`src/rtl/eeprom_i2c_slave.sv`:
```
module eeprom_i2c_slave #(
  parameter int ADDR_W = 8,
  parameter int PAGE_W = 4,
  parameter logic [3:0] DEV_CODE = 4'b1010
) (
  input  logic              clk,
  input  logic              rst_n,
  input  logic              scl_i,
  input  logic              sda_i,
  output logic              sda_oe,
  input  logic [2:0]        strap_i,
  input  logic              busy_i,
  input  logic              protect_i,
  output logic [ADDR_W-1:0] mem_raddr,
  input  logic [7:0]        mem_rdata,
  output logic              wr_en,
  output logic [ADDR_W-1:0] wr_addr,
  output logic [7:0]        wr_data,
  output logic              wr_commit
);
  typedef enum logic [2:0] {S_IDLE, S_DEV, S_ADDR, S_WDATA, S_RDATA} st_t;

  logic [2:0] scl_p, sda_p;
  always_ff @(posedge clk or negedge rst_n)
    if (!rst_n) begin
      scl_p <= '1;
      sda_p <= '1;
    end else begin
      scl_p <= {scl_p[1:0], scl_i};
      sda_p <= {sda_p[1:0], sda_i};
    end

  wire scl_s = scl_p[1];
  wire scl_d = scl_p[2];
  wire sda_s = sda_p[1];
  wire sda_d = sda_p[2];
  wire start_evt = scl_s & scl_d & sda_d & ~sda_s;
  wire stop_evt  = scl_s & scl_d & ~sda_d & sda_s;
  wire scl_rise  = scl_s & ~scl_d;
  wire scl_fall  = ~scl_s & scl_d;

  st_t              st;
  logic [3:0]       cnt;
  logic [7:0]       sh, tx;
  logic             ack_q, rw_q, wrote;
  logic [ADDR_W-1:0] addr_cnt;

  wire dev_hit = (sh[7:4] == DEV_CODE) && (sh[3:1] == strap_i) && !busy_i;
  wire ack_now = (st == S_DEV) ? dev_hit : (st == S_WDATA) ? !protect_i : 1'b1;
  wire [ADDR_W-1:0] page_next =
    {addr_cnt[ADDR_W-1:PAGE_W], addr_cnt[PAGE_W-1:0] + 1'b1};
  wire is_idle = (st == S_IDLE);

  assign mem_raddr = addr_cnt;

  always_ff @(posedge clk or negedge rst_n)
    if (!rst_n) begin
      st <= S_IDLE; cnt <= '0; sh <= '0; tx <= '0;
      ack_q <= 1'b0; rw_q <= 1'b0; wrote <= 1'b0; addr_cnt <= '0;
      sda_oe <= 1'b0; wr_en <= 1'b0; wr_addr <= '0; wr_data <= '0;
      wr_commit <= 1'b0;
    end else begin
      wr_en <= 1'b0;
      wr_commit <= 1'b0;
      if (start_evt || stop_evt) begin
        st <= start_evt ? S_DEV : S_IDLE;
        cnt <= '0;
        sda_oe <= 1'b0;
        wr_commit <= wrote;
        wrote <= 1'b0;
      end else if (st != S_IDLE) begin
        if (scl_rise) begin
          cnt <= cnt + 4'd1;
          if (cnt < 4'd8) sh <= {sh[6:0], sda_s};
          else if (st == S_RDATA) begin
            ack_q <= ~sda_s;
            addr_cnt <= addr_cnt + 1'b1;
          end
        end
        if (scl_fall) begin
          if (cnt == 4'd8) begin
            if (st == S_RDATA) sda_oe <= 1'b0;
            else begin
              sda_oe <= ack_now;
              ack_q <= ack_now;
              if (st == S_DEV) rw_q <= sh[0];
              if (st == S_ADDR) addr_cnt <= sh[ADDR_W-1:0];
              if (st == S_WDATA && ack_now) begin
                wr_en <= 1'b1;
                wr_addr <= addr_cnt;
                wr_data <= sh;
                addr_cnt <= page_next;
                wrote <= 1'b1;
              end
            end
          end else if (cnt == 4'd9) begin
            cnt <= '0;
            sda_oe <= 1'b0;
            if (!ack_q) st <= S_IDLE;
            else if ((st == S_DEV && rw_q) || st == S_RDATA) begin
              st <= S_RDATA;
              sda_oe <= ~mem_rdata[7];
              tx <= {mem_rdata[6:0], 1'b0};
            end else if (st == S_DEV) st <= S_ADDR;
            else if (st == S_ADDR) st <= S_WDATA;
          end else if (cnt != 4'd0 && st == S_RDATA) begin
            sda_oe <= ~tx[7];
            tx <= {tx[6:0], 1'b0};
          end
        end
      end
    end
endmodule

```
`config.mk`:
```
export PLATFORM = sky130hd
export DESIGN_NAME = eeprom_i2c_slave
export DESIGN_NICKNAME = d
export VERILOG_FILES = /design/src/rtl/eeprom_i2c_slave.sv
export SDC_FILE = /design/constraint.sdc
export NUM_CORES = 1
export LEC_CHECK = 0
export ABC_AREA = 1
export BUFFER_PORTS_ARGS = -buffer_cell sky130_fd_sc_hd__buf_2
export CAP_MARGIN = 20
export CORE_MARGIN = 3
export CORE_UTILIZATION = 45
export DETAILED_ROUTE_END_ITERATION = 10
export GPL_TIMING_DRIVEN = 0
export MAX_ROUTING_LAYER = met4
export PLACE_DENSITY = 0.65
export SETUP_SLACK_MARGIN = 0.02
export SYNTH_ARGS = -nofsm -noshare
export SYNTH_HDL_FRONTEND = slang
export SYNTH_SLANG_ARGS = --single-unit
```
`constraint.sdc`:
```
create_clock -name clk -period 1.8 [get_ports clk]
set_input_delay 0.54 -clock clk [delete_from_list [all_inputs] [get_ports clk]]
set_output_delay 0.54 -clock clk [all_outputs]
set_load 0.02 [all_outputs]
```
==> impl_metrics.tcl <==
set metrics [dict create \
    area_growth_pct 19.1 \
    rr_endpoint "mem_raddr[7]" \
    synth_seq_cells 58 \
    grt_first_pass_wirelength_mm 10.9 \
    power_density_mw_per_mm2 1190 \
    async_reset_ff_share_pct 100 \
    mappedNetlistArea_sq_mm 0.00302 \
    n_fill_cell 587 \
    place_ws_ns -0.0203 \
    gp_congestion 0.804 \
    post-dp-hpwl_mm 4.77 \
    synth.avg_cell_area_sq_um 8.18 \
    cts_root_buf "clkbuf_8" \
    synth_fa_ha_area_share_pct 1.66 \
    timing.final.crit_share_pct 91.2 \
    wl_per_cell_um 12.7 \
    cts_buffers 9 \
    place_inst 490 \
    rows 29 \
    synth-xor-area-share_pct 0.580 \
    dr.pass1.iters 4 \
    stdcell_count 508 \
    rr_startpoint "scl_p[2]" \
    die_w_um 87.9 \
    layout_setup_ws_ns 0.159 \
    maxSlewViolCount 0 \
    finalNetCount 447 \
    hold_class "in2async" \
    initialDrtViolationCount 119 \
    die_h_um 87.9 \
    max_freq_mhz 609 \
    wl_met2_mm 3.12 \
    synth_compound_area_share_pct 11.1 \
    dr_total_vias 2565 \
    hold_ws_ns 0.214 \
    ir_drop_uv 629 \
    postRouteAntennaNets 0 \
    dieArea_sq_mm 0.00773 \
    cp_max_fo 8 \
    start_kind "register" \
    synth-main-ff-cell "dfrtp_1" \
    postLayoutCellArea_sq_mm 0.00360 \
    cap_violations 0 \
    clockBufferDepth 2 \
    diodes 0 \
    cts_tree "built" \
    r2r_setup_slack_ns 0.16 \
    grt_max_degree 33 \
    drive_gt1_share_pct 28.5 \
    relSlewSlack_pct 57.8 \
    via_per_inst 5.05 \
    track_usage_pct 18.8 \
    top_layer "met4" \
    wl_met1_mm 2.95 \
    setup_viol 0 \
    synthMuxAreaShare_pct 1.99 \
    synth_top_family_by_area "simple AND/OR/NAND/NOR gates" \
    p_leak_nw 1.91 \
    synth_warnings 0 \
    port_buffers 43 \
    worstPathArrival_ns 1.90 \
    synthSimpleGateAreaFrac_pct 28.9 \
    start_util_pct 47.0 \
    holdBufCountCts 0 \
    htreeDepth 3 \
    grt_overflow 0 \
    synth_nets 390 \
    status "finished clean" \
    min_period_ns 1.64 \
    r2r.worst_path.cells 9 \
    boundaryPins 44 \
    core-area_sq_mm 0.00642 \
    required_ns 2.06 \
    wl_mm 6.48 \
    criticalPathCategory "reg2reg" \
    fin_skew_ns 0.00936 \
    antenna_found_initial 0 \
    synth.distinct_cells 32 \
    drc 0 \
    rsz0062_at_grt "no" \
    hold_viol_final 0 \
    wl_met3_um 240 \
    first_global_vias 2468 \
    end_kind "register" \
    dpl_cell_area_sq_mm 0.00335 \
    tightest_slew_ns 0.633 \
    cts.sinks 58 \
    path_clk_slew_ns 0.07 \
    synth-edff-count 0 \
    postSynthCellCount 369 \
    yosysSeqAreaShare_pct 48.3 \
    clk_latency_ns 0.34 \
]
==> stage by stage <==
step,utilization [%],setup TNS [ns],total power [mW]
global placement,51.9,0,3.06
finish,56.0,0,4.27
floorplan,-,0,2.73
global route,56.0,0,4.59
detailed placement,52.2,-0.0203,3.10
CTS,55.3,0,4.24
==> logic make-up after synthesis <==
group | after synthesis
flops | 58
xor+xnor | 2
compound gates | 57
buf+inv | 55
fa+ha+maj | 4
mux | 6
simple gates | 187
==> repair_timing <==
item                       CTS  global route
pin swaps                    1             2
buffers inserted             2             0
hold endpoints to repair     0             0
resized for setup            0            13
setup endpoints to repair    1            23
==> routing by layer <==
metal  global-route usage [%]  vias to the layer above
met1                     22.2                     1198
met3                     3.48                       13
met5                        -                        -
li1                         -                     1300
met2                     30.4                       54
met4                     9.90                        0
==> state kept, by name, summed over array words and instances (netlist names), 3 cells and up <==
| register | count |
|---|---|
| sh | 8 |
| tx | 7 |
| wr_addr | 8 |
| sda_p | 3 |
| st | 3 |
| cnt | 4 |
| wr_data | 8 |
| mem_raddr | 8 |
| scl_p | 3 |
==> how the worst max path moves through the flow <==
stage / end / start / cells past startpoint / slack, ns
after floorplan: mem_raddr[7] / cnt[1] / 8 / 0.22
after global placement: mem_raddr[7] / cnt[1] / 8 / 0.006
after CTS: mem_raddr[7] / cnt[1] / 8 / 0.04
final: mem_raddr[7] / scl_p[2] / 9 / 0.16
after global routing: mem_raddr[7] / scl_p[2] / 9 / 0.02
after detailed placement: mem_raddr[7] / cnt[1] / 8 / -0.02
==> cells in the mapped netlist, types with 3 or more instances <==
| library cell | n | share of area (%) |
|---|---|---|
| nor2_4 | 3 | 1.1 |
| nand2_2 | 13 | 2.7 |
| nand3_1 | 28 | 4.6 |
| a21oi_1 | 9 | 1.5 |
| nor2_1 | 23 | 2.9 |
| inv_2 | 7 | 0.87 |
| nand3_2 | 5 | 1.7 |
| o21ai_2 | 7 | 2.0 |
| nand4_1 | 4 | 0.83 |
| dfrtp_1 | 52 | 43 |
| ha_1 | 4 | 1.7 |
| o21ai_0 | 7 | 1.2 |
| nor3_1 | 3 | 0.50 |
| nand2_1 | 103 | 13 |
| inv_1 | 41 | 5.1 |
| dfstp_2 | 6 | 5.2 |
| o21ai_1 | 26 | 4.3 |
| mux2i_1 | 6 | 2.0 |
| buf_2 | 3 | 0.50 |
==> worst max-delay path: stages (launching register included) <==
cell and delay [ns]:
dfstp_2 0.53, inv_1 0.06, nor2_1 0.16, inv_1 0.09, nor2_4 0.16, buf_4 0.14
nand2_2 0.10, nor2_1 0.13, nor2_1 0.06, a21boi_1 0.14
==> power breakdown <==
group          switching, mW  internal (mW)  total [mW]  leakage [nW]
clock network          0.511          0.609        1.12        0.0965
registers              0.244           1.53        1.78         0.726
logic                  0.899          0.479        1.38          1.08
==> layout by cell type (no fill, tap or decap), drive strengths merged, types with 4 or more instances in the layout <==
cell,instances
ha,4
nand3,33
nand2,117
mux2i,6
nand4,5
nor2,28
buf,52
clkbuf,15
dfrtp,52
a21oi,11
o21ai,40
dfstp,6
inv,48
nor3,4
==> final cells by class <==
type	count	area, sq um	share of cell area (%)
Clock inverter	2	10.0	0.278
Tap cell	77	96.3	2.68
Inverter	48	180	5.01
Timing Repair Buffer	46	250	6.96
Clock buffer	14	173	4.80
Buffer	7	48.8	1.36
Multi-Input combinational cell	256	1380	38.3
Sequential cell	58	1460	40.6
Power figures use the tool's default switching activity.
